$ cat config.mk
export PLATFORM = sky130hd
export DESIGN_NAME = extint_wake_ctrl
export DESIGN_NICKNAME = d
export VERILOG_FILES = /design/src/rtl/extint_pkg.sv /design/src/rtl/extint_sync.sv /design/src/rtl/extint_ext_sense.sv /design/src/rtl/extint_pc_detect.sv /design/src/rtl/extint_wake_ctrl.sv
export SDC_FILE = /design/constraint.sdc
export NUM_CORES = 1
export LEC_CHECK = 0
export BUFFER_PORTS_ARGS = -buffer_cell sky130_fd_sc_hd__clkbuf_2
export CORE_AREA = 2 2 50 52
export CTS_BUF_LIST = sky130_fd_sc_hd__clkbuf_8
export CTS_CLUSTER_SIZE = 30
export DETAILED_ROUTE_END_ITERATION = 7
export DIE_AREA = 0 0 52 54
export PLACE_DENSITY_LB_ADDON = 0.12
export SLEW_MARGIN = 20
export SYNTH_ARGS = -nofsm -noshare
export SYNTH_HDL_FRONTEND = slang
export SYNTH_SLANG_ARGS = --single-unit
$ cat constraint.sdc
create_clock -name clk -period 3.45 [get_ports clk]
set_clock_uncertainty 0.2 [all_clocks]
set_input_delay 0.345 -clock clk [delete_from_list [all_inputs] [get_ports clk]]
set_output_delay 0.345 -clock clk [all_outputs]
set_load 0.02 [all_outputs]
$ cat src/rtl/extint_pkg.sv
package extint_pkg;

  typedef enum logic [1:0] {
    SENSE_LOW  = 2'b00,
    SENSE_ANY  = 2'b01,
    SENSE_FALL = 2'b10,
    SENSE_RISE = 2'b11
  } sense_e;

  // Edge match between the registered previous value and the current sample.
  function automatic logic edge_hit(sense_e mode, logic prev, logic cur);
    case (mode)
      SENSE_ANY:  return prev ^ cur;
      SENSE_FALL: return prev & ~cur;
      SENSE_RISE: return ~prev & cur;
      default:    return 1'b0;
    endcase
  endfunction

endpackage

$ cat src/rtl/extint_sync.sv
module extint_sync #(
  parameter int WIDTH  = 1,
  parameter int STAGES = 2
) (
  input  logic             clk,
  input  logic             rst_n,
  input  logic [WIDTH-1:0] din,
  output logic [WIDTH-1:0] dout
);
  logic [WIDTH-1:0] stage_q [STAGES];

  always_ff @(posedge clk or negedge rst_n) begin
    if (!rst_n) stage_q[0] <= '0;
    else        stage_q[0] <= din;
  end

  generate
    for (genvar s = 1; s < STAGES; s++) begin : g_stage
      always_ff @(posedge clk or negedge rst_n) begin
        if (!rst_n) stage_q[s] <= '0;
        else        stage_q[s] <= stage_q[s-1];
      end
    end
  endgenerate

  assign dout = stage_q[STAGES-1];
endmodule

$ cat src/rtl/extint_ext_sense.sv
module extint_ext_sense
  import extint_pkg::*;
(
  input  logic   clk,
  input  logic   rst_n,
  input  logic   io_clk_en,
  input  logic   cfg_wr,
  input  sense_e sense,
  input  logic   pin_s,
  input  logic   clr,
  output logic   flag,
  output logic   edge_ev,
  output logic   level_act
);
  logic prev_q;
  logic flag_q;

  assign edge_ev   = io_clk_en & ~cfg_wr & edge_hit(sense, prev_q, pin_s);
  assign level_act = (sense == SENSE_LOW) & ~pin_s;
  assign flag      = flag_q;

  always_ff @(posedge clk or negedge rst_n) begin
    if (!rst_n) begin
      prev_q <= 1'b0;
      flag_q <= 1'b0;
    end else begin
      prev_q <= pin_s;
      if (sense == SENSE_LOW) flag_q <= 1'b0;
      else                    flag_q <= edge_ev | (flag_q & ~clr);
    end
  end

  AST_EDGE_NEEDS_CLK: assert property (@(posedge clk) disable iff (!rst_n)
    (!io_clk_en && !flag_q) |=> !flag_q);
  AST_EXT_FLAG_HOLDS: assert property (@(posedge clk) disable iff (!rst_n)
    (flag_q && !clr && sense != SENSE_LOW) |=> flag_q);
  AST_EXT_CLR_DROPS: assert property (@(posedge clk) disable iff (!rst_n)
    (clr && !edge_ev) |=> !flag_q);
  AST_LOW_NO_FLAG: assert property (@(posedge clk) disable iff (!rst_n)
    (sense == SENSE_LOW) |=> !flag_q);
endmodule

$ cat src/rtl/extint_pc_detect.sv
module extint_pc_detect #(
  parameter int WIDTH = 6
) (
  input  logic             clk,
  input  logic             rst_n,
  input  logic             cfg_wr,
  input  logic [WIDTH-1:0] pins_s,
  input  logic [WIDTH-1:0] pins_raw,
  input  logic [WIDTH-1:0] mask,
  input  logic             clr,
  output logic             flag,
  output logic             pc_ev,
  output logic             raw_change
);
  logic [WIDTH-1:0] prev_q;
  logic             flag_q;

  assign pc_ev      = ~cfg_wr & (|((pins_s ^ prev_q) & mask));
  assign raw_change = |((pins_raw ^ prev_q) & mask);
  assign flag       = flag_q;

  always_ff @(posedge clk or negedge rst_n) begin
    if (!rst_n) begin
      prev_q <= '0;
      flag_q <= 1'b0;
    end else begin
      prev_q <= pins_s;
      flag_q <= pc_ev | (flag_q & ~clr);
    end
  end

  AST_PC_CFG_QUIET: assert property (@(posedge clk) disable iff (!rst_n)
    (cfg_wr && !flag_q) |=> !flag_q);
  AST_PC_MASK_ZERO: assert property (@(posedge clk) disable iff (!rst_n)
    (mask == '0 && !flag_q) |=> !flag_q);
  AST_PC_CLR_DROPS: assert property (@(posedge clk) disable iff (!rst_n)
    (clr && !pc_ev) |=> !flag_q);
  AST_PC_FLAG_HOLDS: assert property (@(posedge clk) disable iff (!rst_n)
    (flag_q && !clr) |=> flag_q);
endmodule

$ cat src/rtl/extint_wake_ctrl.sv
module extint_wake_ctrl
  import extint_pkg::*;
#(
  parameter int PC_WIDTH    = 6,
  parameter int SYNC_STAGES = 2
) (
  input  logic                clk,
  input  logic                rst_n,
  input  logic                io_clk_en,
  input  logic                ext_pin,
  input  logic [PC_WIDTH-1:0] pc_pins,
  input  logic [1:0]          sense_mode,
  input  logic [PC_WIDTH-1:0] pc_mask,
  input  logic                cfg_wr,
  input  logic                ext_en,
  input  logic                pc_en,
  input  logic                asleep,
  input  logic                startup_done,
  input  logic                ext_clr,
  input  logic                pc_clr,
  output logic                ext_irq,
  output logic                pc_irq,
  output logic                ext_flag,
  output logic                pc_flag,
  output logic                wake
);
  localparam int SyncW = PC_WIDTH + 1;

  sense_e            sense;
  logic [SyncW-1:0]  pins_s;
  logic              ext_s;
  logic [PC_WIDTH-1:0] pc_s;
  logic              ext_edge_ev;
  logic              ext_level_act;
  logic              pc_ev;
  logic              pc_raw_change;
  logic              wake_level;
  logic              wake_pc;
  logic              wake_flags;

  assign sense = sense_e'(sense_mode);

  extint_sync #(.WIDTH(SyncW), .STAGES(SYNC_STAGES)) u_sync (
    .clk  (clk),
    .rst_n(rst_n),
    .din  ({pc_pins, ext_pin}),
    .dout (pins_s)
  );

  assign ext_s = pins_s[0];
  assign pc_s  = pins_s[SyncW-1:1];

  extint_ext_sense u_ext (
    .clk      (clk),
    .rst_n    (rst_n),
    .io_clk_en(io_clk_en),
    .cfg_wr   (cfg_wr),
    .sense    (sense),
    .pin_s    (ext_s),
    .clr      (ext_clr),
    .flag     (ext_flag),
    .edge_ev  (ext_edge_ev),
    .level_act(ext_level_act)
  );

  extint_pc_detect #(.WIDTH(PC_WIDTH)) u_pc (
    .clk       (clk),
    .rst_n     (rst_n),
    .cfg_wr    (cfg_wr),
    .pins_s    (pc_s),
    .pins_raw  (pc_pins),
    .mask      (pc_mask),
    .clr       (pc_clr),
    .flag      (pc_flag),
    .pc_ev     (pc_ev),
    .raw_change(pc_raw_change)
  );

  // Requests wait for the start-up period to finish.
  always_comb begin
    if (sense == SENSE_LOW) ext_irq = ext_en & startup_done & ext_level_act;
    else                    ext_irq = ext_en & startup_done & ext_flag;
    pc_irq = pc_en & startup_done & pc_flag;
  end

  // Raw-pin terms keep working with the I/O clock halted.
  assign wake_level = ext_en & (sense == SENSE_LOW) & ~ext_pin;
  assign wake_pc    = pc_en & pc_raw_change;
  assign wake_flags = (ext_en & ext_flag) | (pc_en & pc_flag);
  assign wake       = asleep & (wake_level | wake_pc | wake_flags);

  AST_IRQ_WAITS_STARTUP: assert property (@(posedge clk) disable iff (!rst_n)
    (!startup_done && !ext_level_act) |-> !ext_irq || sense != SENSE_LOW);
  AST_PC_EVENT_SETS: assert property (@(posedge clk) disable iff (!rst_n)
    pc_ev |=> pc_flag);
endmodule

# Yosys cells after proc, flatten, opt, wreduce, memory -nomap -nowiden
# Cells that the tools add are included.
word_totals:
  output_inout_bits: 5
  inputBits: 25
  ff_bits: 23
op_classes:
  mux: 3
  bitwise_logic: 35
  reduce_logical: 3
  n_eq_ne: 3
op_table:
  columns: ["op", "count"]
  rows:
  - ["$and A1 B1 Y1", 19]
  - ["$and A6 B6 Y6", 2]
  - ["$reduce_or A6 Y1", 2]
  - ["$xor A6 B6 Y6", 2]
  - ["$not A1 Y1", 6]
  - ["$or A1 B1 Y1", 5]
  - ["$eq A2 B2 Y1 const B", 2]
  - ["$pmux W1 S3", 1]
  - ["$eq A2 B1 Y1 const B", 1]
  - ["$logic_not A2 Y1", 1]
  - ["$mux W1", 2]
  - ["$xor A1 B1 Y1", 1]

# Longest topological paths before layout
# Gate-level depths: netlist of the first run.
depth:
  word_depth: 7
  depth_mapped: 6
  ltp_nobuf: 6

# By module
# From an unflattened synthesis of the first run, not the netlist that was laid out.
unflattened:
  hier_cells: 80
  area_unflattened_um2: 993.5
modules_own_cells:
  columns: ["mod", "cells_each", "n_inst", "area_per_inst_um2"]
  rows:
  - ["extint_sync", 21, 1, 402.9]
  - ["extint_pc_detect", 29, 1, 355.3]
  - ["extint_ext_sense", 19, 1, 172.7]
  - ["extint_wake_ctrl", 11, 1, 62.6]

# Worst setup path after synthesis of the first run
# OpenSTA, ideal clock, no wires.
synth_timing:
  path_kind: "register -> output"
  startpoint: "register u_pc.prev_q[3]"
  endpoint: "output wake"
  path_stages_with_launch: 5
  arrival_ns: 1.182
  t_required_ns: 2.905
  slack_ns: 1.723
  path_cell_list: "dfrtp_1 xor2_1 a222oi_1 a31o_1 a21boi_1"
synth_between:
  elab_chain_cells: 7
synth_lines:
  columns: ["item", "line_no", "rtl"]
  rows:
  - ["start: declaration", "extint_pc_detect.sv:15", "logic [WIDTH-1:0] prev_q;"]
  - ["start signal: assignment", "extint_pc_detect.sv:27", "prev_q <= pins_s;"]
  - ["$xor A6 B6 Y6", "extint_pc_detect.sv:19", "assign raw_change = |((pins_raw ^ prev_q) & mask);"]
  - ["$and A6 B6 Y6", "extint_pc_detect.sv:19", null]
  - ["$reduce_or A6 Y1", "extint_pc_detect.sv:19", null]
  - ["$and A1 B1 Y1", "extint_wake_ctrl.sv:88", "assign wake_pc = pc_en & pc_raw_change;"]
  - ["$or A1 B1 Y1 (2 in a row)", "extint_wake_ctrl.sv:90", "assign wake = asleep & (wake_level | wake_pc | wake_flags);"]
  - ["$and A1 B1 Y1", "extint_wake_ctrl.sv:90", null]
  - ["end: declaration", "extint_wake_ctrl.sv:25", "output logic wake"]
# No other way between the ends.

# Worst setup path in the final report of the first run
layout_timing:
  startpoint: "input pc_pins[5]"
  endpoint: "output wake"
layout_between:
  elab_chain_cells: 7
layout_lines:
  columns: ["item", "line_no", "rtl"]
  rows:
  - ["start: declaration", "extint_wake_ctrl.sv:11", "input logic [PC_WIDTH-1:0] pc_pins,"]
  - ["$xor A6 B6 Y6", "extint_pc_detect.sv:19", null]
  - ["$and A6 B6 Y6", "extint_pc_detect.sv:19", null]
  - ["$reduce_or A6 Y1", "extint_pc_detect.sv:19", null]
  - ["$and A1 B1 Y1", "extint_wake_ctrl.sv:88", null]
  - ["$or A1 B1 Y1 (2 in a row)", "extint_wake_ctrl.sv:90", null]
  - ["$and A1 B1 Y1", "extint_wake_ctrl.sv:90", null]
# No other way between the ends.

==> results of run 1 <==
critical path: stages:
cell	delay, ns
sky130_fd_sc_hd__dlygate4sd3_1	0.54
sky130_fd_sc_hd__clkbuf_2	0.12
sky130_fd_sc_hd__xor2_1	0.14
sky130_fd_sc_hd__a21oi_1	0.09
sky130_fd_sc_hd__a31o_1	0.21
sky130_fd_sc_hd__a21boi_1	0.14
sky130_fd_sc_hd__clkbuf_2	0.18
per-layer routing:
metal  wire length [microns]  up-vias  GRT usage [%]  part of all wire [%]
met3                     106        2          3.333                   6.9
met5                       0        -              0                     0
met1                     686      286          14.72                    45
met2                     729       20          21.52                    48
met4                      10        0          6.579                  0.65
li1                        -      285              -                     -
through the flow:
stage / power (uW) / cell area (sq um) / utilization, %
after floorplan: 327.0 / 869.6 / -
after global placement: 359.6 / 1052 / 45.36
after detailed placement: 360.7 / 1052 / 45.36
after CTS: 521.3 / 1109 / 47.79
after global routing: 544.8 / 1119 / 48.22
final: 511.7 / 1119 / 48.22
where the power goes:
part	internal [uW]	switching, uW
Sequential	284	9.66
Clock	80.2	75.6
Combinational	30.0	32.2
path summary, 6_finish.rpt:
kind,end,start,slack (ns)
worst max-delay path,wake,pc_pins[5],1.14
worst min-delay path,u_sync.stage_q[10],pc_pins[2],0.03
worst max register to register,u_ext.flag,u_sync.dout[0],2.11
worst min register to register,u_sync.dout[0],u_sync.stage_q[7],0.15
max in group asynchronous,u_sync.dout[3],rst_n,2.30
min in group asynchronous,u_sync.dout[4],rst_n,0.40
kinds of logic after synthesis:
kind of cell               synth area share [%]
AOI/OAI and AO/OA                         10.65
xor gates and xnor gates                  12.09
adders and majority gates                 2.877
buffers and inverters                     1.726
DFF                                       66.19
muxes                                     2.302
and+or+nand+nor                           4.173
sequential cells by signal (all words and copies together) (netlist names):
| signal | cells |
|---|---|
| u_sync.dout | 7 |
| u_ext.flag | 1 |
| u_ext.prev_q | 1 |
| u_pc.prev_q | 6 |
| u_pc.flag | 1 |
| u_sync.stage_q | 7 |
synthesized netlist by cell type:
cell type / count / area share, %
sky130_fd_sc_hd__a211oi_1: 1 / 0.86
sky130_fd_sc_hd__a21boi_1: 1 / 0.86
sky130_fd_sc_hd__a21oi_1: 2 / 1.2
sky130_fd_sc_hd__a222oi_1: 1 / 1.2
sky130_fd_sc_hd__a22oi_1: 4 / 3.5
sky130_fd_sc_hd__a31o_1: 1 / 1.0
sky130_fd_sc_hd__a31o_2: 1 / 1.0
sky130_fd_sc_hd__and3_1: 1 / 0.72
sky130_fd_sc_hd__dfrtp_1: 23 / 66
sky130_fd_sc_hd__ha_1: 2 / 2.9
sky130_fd_sc_hd__inv_1: 4 / 1.7
sky130_fd_sc_hd__mux2i_1: 2 / 2.3
sky130_fd_sc_hd__nand2_1: 1 / 0.43
sky130_fd_sc_hd__nand2b_1: 1 / 0.72
sky130_fd_sc_hd__nand3b_1: 1 / 0.86
sky130_fd_sc_hd__nor2_1: 2 / 0.86
sky130_fd_sc_hd__nor3_1: 1 / 0.57
sky130_fd_sc_hd__o21ai_0: 2 / 1.2
sky130_fd_sc_hd__xor2_1: 12 / 12
area by class of cell:
type | instances | area, sq um | area share (%)
Clock buffer | 3 | 41.29 | 3.691
Clock inverter | 1 | 5.005 | 0.4474
Inverter | 4 | 15.01 | 1.342
Multi-Input combinational cell | 36 | 279.0 | 24.94
Sequential cell | 23 | 575.6 | 51.45
Tap cell | 30 | 37.54 | 3.356
Timing Repair Buffer | 31 | 165.2 | 14.77
repair_timing:
action | CTS | global route
resized for setup | 0 | 0
hold endpoints to repair | 23 | 1
hold buffers | 1 | 1
==> flow_summary.json, run 1 <==
{
  "final-max-slew-violation-count": 0,
  "place.gp.congestion": 0.7740,
  "placementRows": 18,
  "clock_tree.root_cell": "sky130_fd_sc_hd__clkbuf_8",
  "die-height_microns": 54,
  "path_max_fanout": 2,
  "tightest_slew_ns": 0.5348,
  "postSynthCellCount": 63,
  "detail_route.iter0.violations": 6,
  "postcts_setup_bufs": 0,
  "ys_warn_count": 0,
  "hpwlAfterDp_microns": 1233,
  "postSynthNetCount": 90,
  "die-area_sq_um": 2808,
  "most_common_library_cell_in_the_layout_ignoring_fill_and_taps": "sky130_fd_sc_hd__clkbuf_2",
  "maxSlewHeadroom_pct": 64.34,
  "post-route-min-period_ns": 2.314,
  "effective_utilization_at_floorplan_pct": 37.49,
  "finalNetCount": 126,
  "syn_to_final_growth_pct": 28.63,
  "worst-setup-path-type": "input port to output port",
  "critical_path_arrival_ns": 1.77,
  "min_path_type": "input port to register",
  "route.final.wire_length_microns": 1532,
  "power-per-cell-area_nw_per_um2": 457.5,
  "holdWs_ns": 0.02501,
  "worst_r2r_path_depth": 4,
  "cts_tree": "built",
  "final-hold-violation-count": 0,
  "synth_seq_area_share_pct": 66.19,
  "grt_setup_unrepaired": "no",
  "synth.ff_latch_count": 23,
  "ant_nets": 0,
  "die_width_microns": 52,
  "total_leakage_power_uw": 0.0005671,
  "vias_cell": 4.633,
  "n_antenna_cell": 0,
  "clkLatencyLatePin_ns": 0.25,
  "grt_pass1_vias": 588,
  "cts.htree.levels": 1,
  "vdd_drop_max_mv": 0.3188,
  "core_sq_um": 2320,
  "final.setup.tns_ns": 0,
  "port_buffers": 29,
  "synthesis.area_sq_um": 869.6,
  "grt_start_max_net_pins": 24,
  "wl_per_cell_microns": 11.97,
  "fin_ws_ns": 1.136,
  "clockBufferDepth": 2,
  "post_route_cells_drive_above_1_share_pct": 34.69,
  "maxCapViolCount": 0,
  "finalSetupViolations": 0,
  "dr.pass1.iters": 4,
  "grt_use_total_pct": 12.66,
  "final_cell_mix": "sky130_fd_sc_hd__clkbuf_2, sky130_fd_sc_hd__dfrtp_1, sky130_fd_sc_hd__xor2_1",
  "layout.filler_cells": 231,
  "ioPinCount": 30,
  "tritoncts_num_sinks": 23,
  "crit_path_start_kind": "input port",
  "syn_area_per_cell_sq_um": 13.80,
  "post-route-drc-count": 0,
  "grt-ovfl-total": 0,
  "post-place-ws_ns": 1.522,
  "routed-via-count": 593,
  "max_freq_mhz": 432.2,
  "dp_cells": 122,
  "worst_setup_path_end_kind": "output port",
  "post_synth_num_cell_types": 19,
  "timing.final.crit_share_pct": 67.07,
  "antenna_found_initial": 0,
  "clock_transition_at_the_register_clock_pins_on_the_worst_setup_and_hold_paths_after_cts_ns": 0.07,
  "layout.cells.non_filler": 128,
  "cts-buffers-inserted": 3,
  "min_delay_path_depth": 1,
  "grt_pass1_wl_microns": 2435,
  "critPathRequiredTime_ns": 2.90,
  "run_status": "complete, no violations"
}
No activity file was read; power rests on OpenSTA's default activity.
==> inputs of run 2 (changes only) <==
--- a/config.mk
+++ b/config.mk
@@ -5,12 +5,13 @@
 export SDC_FILE = /design/constraint.sdc
 export NUM_CORES = 1
 export LEC_CHECK = 0
+export ABC_AREA = 1
 export BUFFER_PORTS_ARGS = -buffer_cell sky130_fd_sc_hd__clkbuf_2
-export CORE_AREA = 2 2 50 52
+export CORE_AREA = 2 2 53 55
 export CTS_BUF_LIST = sky130_fd_sc_hd__clkbuf_8
 export CTS_CLUSTER_SIZE = 30
 export DETAILED_ROUTE_END_ITERATION = 7
-export DIE_AREA = 0 0 52 54
+export DIE_AREA = 0 0 55 57
 export PLACE_DENSITY_LB_ADDON = 0.12
 export SLEW_MARGIN = 20
 export SYNTH_ARGS = -nofsm -noshare
==> constraint.sdc (replaced) <==
create_clock -name clk -period 2.05 [get_ports clk]
set_clock_uncertainty 0.2 [all_clocks]
set_input_delay 0.205 -clock clk [delete_from_list [all_inputs] [get_ports clk]]
set_output_delay 0.205 -clock clk [all_outputs]
set_load 0.02 [all_outputs]
==> run 2 against run 1 <==
  * Wire length up 21%
  * Die area increased by 12%
  * Flip-flop and latch count unchanged
  * Cell count up 44%
  * Sequential power grew 68%
  * Non-clock buffer count up 9
  * Global-route usage rose by 1.2 points
  * Cell area increased by 17%
  * Via count is 33% higher
  * Clock power grew 71%
  * Largest power group unchanged
  * Highest routed layer unchanged
==> flow_summary.json, run 2 <==
{
  "run_status": "complete, no violations",
  "synthesis.area_sq_um": 969.7,
  "die-area_sq_um": 3135,
  "postcts_setup_bufs": 0,
  "maxCapViolCount": 0,
  "design_area_sq_um": 1311,
  "grt_pass1_wl_microns": 3042,
  "wl_per_cell_microns": 10.08,
  "synth_async_sr_flop_share_pct": 100.0,
  "final-hold-violation-count": 0,
  "finalSetupViolations": 0,
  "worst-setup-path-type": "register to register",
  "power_frac_comb_pct": 14.3,
  "vdd_drop_max_mv": 0.4865,
  "switching_share_pct": 24.26,
  "most_common_library_cell_in_the_layout_ignoring_fill_and_taps": "sky130_fd_sc_hd__nand2_1",
  "grt_use_total_pct": 13.86,
  "place.gp.congestion": 0.6916,
  "maxSlewHeadroom_pct": 62.66,
  "postSynthCellCount": 109,
  "final-max-slew-violation-count": 0,
  "grt-ovfl-total": 0,
  "routed-via-count": 791,
  "tightest_slew_ns": 0.5601,
  "dr.pass1.iters": 3,
  "effective_utilization_at_floorplan_pct": 37.08,
  "max_freq_mhz": 523.6,
  "worst_setup_path_end_kind": "register",
  "clockBufferDepth": 2,
  "grt_start_max_net_pins": 24,
  "grt_pass1_vias": 773,
  "hpwlAfterDp_microns": 1424,
  "yosys-top-cells-area": "sky130_fd_sc_hd__dfrtp_1, sky130_fd_sc_hd__nand2_1, sky130_fd_sc_hd__inv_1, sky130_fd_sc_hd__nand3_1, sky130_fd_sc_hd__nor2_1",
  "synth_enable_flop_cells": 0,
  "port_buffers": 29,
  "total_leakage_power_uw": 0.0007323,
  "post-route-min-period_ns": 1.910,
  "crit_path_start_kind": "register",
  "share_clk_of_total_power_pct": 30.1,
  "ant_nets": 0,
  "final.setup.tns_ns": 0,
  "synth.cells.most_frequent": "sky130_fd_sc_hd__nand2_1, sky130_fd_sc_hd__dfrtp_1, sky130_fd_sc_hd__inv_1",
  "tritoncts_num_sinks": 23,
  "layout.core_utilization_pct": 50.14,
  "core_sq_um": 2615,
  "placementRows": 19,
  "antenna_found_initial": 0,
  "die-height_microns": 57,
  "critPathRequiredTime_ns": 1.99,
  "pwr-share-seq_pct": 55.6,
  "clock_transition_at_the_register_clock_pins_on_the_worst_setup_and_hold_paths_after_cts_ns": 0.08,
  "layout.filler_cells": 264,
  "post-route-drc-count": 0,
  "p_int_uw": 673.0,
  "cts_tree": "built",
  "clock_tree.root_cell": "sky130_fd_sc_hd__clkbuf_8",
  "route.final.wire_length_microns": 1855,
  "postSynthNetCount": 136,
  "holdWs_ns": 0.01644,
  "power-per-cell-area_nw_per_um2": 677.7,
  "synth_ff_type": "sky130_fd_sc_hd__dfrtp_1",
  "min_path_type": "input port to register",
  "net_switching_uw": 215.6,
  "synth.ff_latch_count": 23,
  "detail_route.iter0.violations": 6,
  "ys_warn_count": 0,
  "timing.final.crit_share_pct": 93.17,
  "die_width_microns": 55,
  "path_max_fanout": 4,
  "syn_to_final_growth_pct": 35.23,
  "cts-buffers-inserted": 3,
  "synth_top_area_cell": "sky130_fd_sc_hd__dfrtp_1",
  "grt_setup_unrepaired": "no",
  "final_cell_mix": "sky130_fd_sc_hd__nand2_1, sky130_fd_sc_hd__clkbuf_2, sky130_fd_sc_hd__dfrtp_1",
  "finalNetCount": 181,
  "placed_cell_area_sq_um": 1154,
  "synth.most_common_cell": "sky130_fd_sc_hd__nand2_1",
  "vias_cell": 4.299,
  "n_antenna_cell": 0,
  "post_synth_num_cell_types": 14,
  "syn_area_per_cell_sq_um": 8.896,
  "synth_seq_area_share_pct": 59.35,
  "critical_path_arrival_ns": 1.85,
  "yosys.area.top_type_share_pct": 59.35,
  "cts.htree.levels": 1,
  "post_route_cells_drive_above_1_share_pct": 22.88,
  "ioPinCount": 30,
  "clkLatencyLatePin_ns": 0.26
}
==> run 2: final timing paths <==
check / start / endpoint / slack, ns / cells after the start
setup / recovery: u_pc.prev_q[5] / u_pc.flag / 0.14 / 8
hold / removal: io_clk_en / u_ext.flag / 0.02 / 3
setup reg to reg: u_pc.prev_q[5] / u_pc.flag / 0.14 / 8
hold reg to reg: u_sync.stage_q[10] / u_sync.dout[3] / 0.15 / 0
max in group asynchronous: rst_n / u_sync.stage_q[10] / 1.02 / 2
min in group asynchronous: rst_n / u_ext.prev_q / 0.26 / 2
==> run 2: power groups by stage <==
stage               Combinational (uW)  Clock, uW  Sequential (uW)
floorplan                         53.6          0              504
global placement                   109          0              502
detailed placement                 111          0              504
CTS                                130        282              495
global route                       148        302              498
finish                             127        267              494
==> run 2: kinds of logic after synthesis <==
logic type | synth area share (%)
simple gates | 24.65
flops | 59.35
buf+inv | 8.129
compound gates | 3.484
xor+xnor | 1.807
fa+ha+maj | 2.580
==> run 2: timing repair <==
item                                   CTS  global route
gates resized for setup                  0             2
endpoints found under the hold margin   32             0
hold buffers                            11             0
setup endpoints to repair                0             1
==> run 2: routing by layer <==
layer	global-route usage, %	share of wire (%)
met5	0	0
met3	3.141	3.7
met1	15.52	44
met4	6.272	0.97
met2	24.15	51
==> run 2: worst max-delay path, stage by stage, from the launching register on <==
cell,delay (ns)
sky130_fd_sc_hd__dfrtp_1,0.40
sky130_fd_sc_hd__or2_1,0.24
sky130_fd_sc_hd__nand3_2,0.06
sky130_fd_sc_hd__nand2_1,0.05
sky130_fd_sc_hd__nor2_1,0.12
sky130_fd_sc_hd__nand3_1,0.08
sky130_fd_sc_hd__nand2_1,0.06
sky130_fd_sc_hd__nand2_1,0.04
sky130_fd_sc_hd__dlygate4sd3_1,0.54
==> run 2: per-stage QoR <==
stage	cells	power, uW	setup slack [ns]
CTS	184	906.6	0.1040
global route	184	947.5	0.009302
detailed placement	169	614.8	0.5207
finish	184	888.7	0.1400
floorplan	109	557.3	0.05302
global placement	169	611.4	0.5869
==> run 2: layout make-up <==
type                    instances  area, sq um  area share, %
clock buffers                   3        41.29          3.149
flip-flops and latches         23        575.6          43.89
clock inverters                 1        3.754         0.2863
repair buffers                 40        255.2          19.47
inverters                      21        78.83          6.011
well taps                      31        38.79          2.958
multi-input cells              65        317.8          24.24
==> inputs of run 3 (changes only) <==
--- a/config.mk
+++ b/config.mk
@@ -5,13 +5,12 @@
 export SDC_FILE = /design/constraint.sdc
 export NUM_CORES = 1
 export LEC_CHECK = 0
-export ABC_AREA = 1
 export BUFFER_PORTS_ARGS = -buffer_cell sky130_fd_sc_hd__clkbuf_2
-export CORE_AREA = 2 2 53 55
+export CORE_AREA = 2 2 50 52
 export CTS_BUF_LIST = sky130_fd_sc_hd__clkbuf_8
 export CTS_CLUSTER_SIZE = 30
 export DETAILED_ROUTE_END_ITERATION = 7
-export DIE_AREA = 0 0 55 57
+export DIE_AREA = 0 0 52 54
 export PLACE_DENSITY_LB_ADDON = 0.12
 export SLEW_MARGIN = 20
 export SYNTH_ARGS = -nofsm -noshare
==> run 3 against run 2 <==
  * Cell count decreased by 26%
  * Critical path depth decreased by 1
  * Worst hold slack improved by 0.014 ns
  * Utilization increased by 2.2 points
  * Setup slack got worse by 0.078 ns
  * Critical endpoint is now wake
  * Power decreased by 0.14%
  * Global-route usage decreased by 0.13 points
  * First-iteration DRC count decreased by 50%
==> flow_summary.json, run 3 (synthesis results as in run 1) <==
{
  "post-route-drc-count": 0,
  "post_route_cells_drive_above_1_share_pct": 31.78,
  "clockBufferDepth": 2,
  "reg2reg_slack_ns": 0.16,
  "total_leakage_power_uw": 0.0006039,
  "syn_to_final_growth_pct": 39.57,
  "postcts_setup_bufs": 0,
  "layout.cells.non_filler": 137,
  "path_max_fanout": 2,
  "timing.hold.worst_endpoint": "u_pc.flag",
  "multi_input_combinational_cell_area_sq_um": 279.0,
  "tritoncts_num_sinks": 23,
  "grt_pass1_wl_microns": 2697,
  "cp_cell_sequence": "dlygate4sd3_1 > clkbuf_2 > xor2_1 > a21oi_1 > a31o_1 > a21boi_1 > buf_4",
  "cts-buffers-inserted": 3,
  "sequential_area_sq_um": 575.6,
  "min_delay_path_depth": 3,
  "timing.final.crit_share_pct": 96.97,
  "core_sq_um": 2320,
  "vdd_drop_max_mv": 0.4428,
  "final-hold-violation-count": 0,
  "n_antenna_cell": 0,
  "worst_r2r_endpoint": "u_ext.flag",
  "dr.pass1.iters": 4,
  "min_path_type": "input port to register",
  "route.final.wire_length_microns": 1601,
  "worst_hold_startpoint": "cfg_wr",
  "holdWs_ns": 0.03084,
  "clock_transition_at_the_register_clock_pins_on_the_worst_setup_and_hold_paths_after_cts_ns": 0.08,
  "worst-setup-path-type": "input port to output port",
  "dp_cells": 122,
  "grt_use_total_pct": 13.73,
  "port_buffers": 29,
  "power-per-cell-area_nw_per_um2": 731.2,
  "buffering_stage_count_on_the_worst_path_with_inverters_included": 3,
  "grt_setup_unrepaired": "no",
  "layout.filler_cells": 205,
  "ioPinCount": 30,
  "grt_pass1_vias": 612,
  "path_delay_family": "buffers and inverters",
  "crit_path_start_kind": "input port",
  "effective_utilization_at_floorplan_pct": 37.49,
  "finalNetCount": 135,
  "clkLatencyLatePin_ns": 0.26,
  "run_status": "complete, no violations",
  "critPathSlowestCell": "sky130_fd_sc_hd__dlygate4sd3_1",
  "die_width_microns": 52,
  "max_freq_mhz": 503.0,
  "cts.htree.levels": 1,
  "maxCapViolCount": 0,
  "worst_setup_path_end_kind": "output port",
  "wl_per_cell_microns": 11.69,
  "finalSetupViolations": 0,
  "tightest_slew_ns": 0.5418,
  "max_stage_delay_ns": 0.53,
  "final-max-slew-violation-count": 0,
  "grt_start_max_net_pins": 24,
  "detail_route.iter0.violations": 3,
  "post-route-min-period_ns": 1.988,
  "die-area_sq_um": 2808,
  "critical_path_arrival_ns": 1.58,
  "hpwlAfterDp_microns": 1264,
  "maxSlewHeadroom_pct": 63.88,
  "clock_tree.root_cell": "sky130_fd_sc_hd__clkbuf_8",
  "final.setup.tns_ns": 0,
  "vias_cell": 4.628,
  "die-height_microns": 54,
  "placementRows": 18,
  "grt-ovfl-total": 0,
  "timing.rr.start": "u_sync.dout[0]",
  "ant_nets": 0,
  "antenna_found_initial": 0,
  "worst_r2r_path_depth": 5,
  "cts_tree": "built",
  "routed-via-count": 634,
  "place.gp.congestion": 0.7311,
  "final_cell_mix": "sky130_fd_sc_hd__clkbuf_2, sky130_fd_sc_hd__dfrtp_1, sky130_fd_sc_hd__xor2_1",
  "critPathRequiredTime_ns": 1.64,
  "most_common_library_cell_in_the_layout_ignoring_fill_and_taps": "sky130_fd_sc_hd__clkbuf_2"
}
run 3: cell types whose count changed in the layout (fill, tap and decap cells not counted), sizes merged, moves of 2 or more:
| cell | change |
|---|---|
| inv | -18 |
| a22oi | +4 |
| nand3 | -10 |
| or2 | -5 |
| a31o | +2 |
| nand2 | -29 |
| mux2i | +2 |
| nor2 | -7 |
| xor2 | +10 |
run 3: per-layer routing:
| layer | global-route usage [%] | part of all wire, % | up-vias |
|---|---|---|---|
| li1 | - | - | 306 |
| met1 | 17.20 | 46 | 300 |
| met4 | 7.018 | 1.7 | 0 |
| met5 | 0 | 0 | - |
| met2 | 21.52 | 45 | 24 |
| met3 | 4.167 | 6.4 | 4 |
run 3: worst max path at each step:
stage,depth (start not counted),start,endpoint
6_report,7,pc_pins[5],wake
5_1_grt,7,pc_pins[5],wake
4_1_cts,7,pc_pins[5],wake
3_5_place_dp,5,u_pc.prev_q[2],wake
3_3_place_gp,5,u_pc.prev_q[2],wake
2_1_floorplan,4,u_pc.prev_q[3],wake
run 3: where the power goes:
part	leakage, uW	switching (uW)	total (uW)	internal (uW)
clock	0.0000217	137	274	137
sequential	0.000269	16.1	494	478
combinational	0.000313	56.4	119	62.8
run 3: timing repair:
action                     CTS  global route
resized for setup            0             2
setup endpoints to repair    0             1
hold endpoints to repair    32             0
hold buffers                11             0
run 3: final cells by class:
cell class                 instances  share of cell area, %
tap                               30                  3.093
inverter                           4                  1.237
sequential                        23                  47.42
clock buffer                       3                  3.402
timing repair buffer              40                  21.24
clock inverter                     1                 0.6186
multi-input combinational         36                  22.99
run 3: worst min-delay path, stage by stage:
cell and delay (ns):
sky130_fd_sc_hd__clkbuf_2 0.09, sky130_fd_sc_hd__a31o_2 0.09, sky130_fd_sc_hd__o21ai_0 0.07
run 3: through the flow:
stage	util, %	area [sq um]	power (uW)	setup slack [ns]
global placement	45.36	1052	604.5	0.3885
global route	52.32	1214	940.2	0.004504
CTS	52.21	1211	900.8	0.02118
finish	52.32	1214	887.4	0.06211
floorplan	-	869.6	550.4	0.4628
detailed placement	45.36	1052	607.1	0.3655
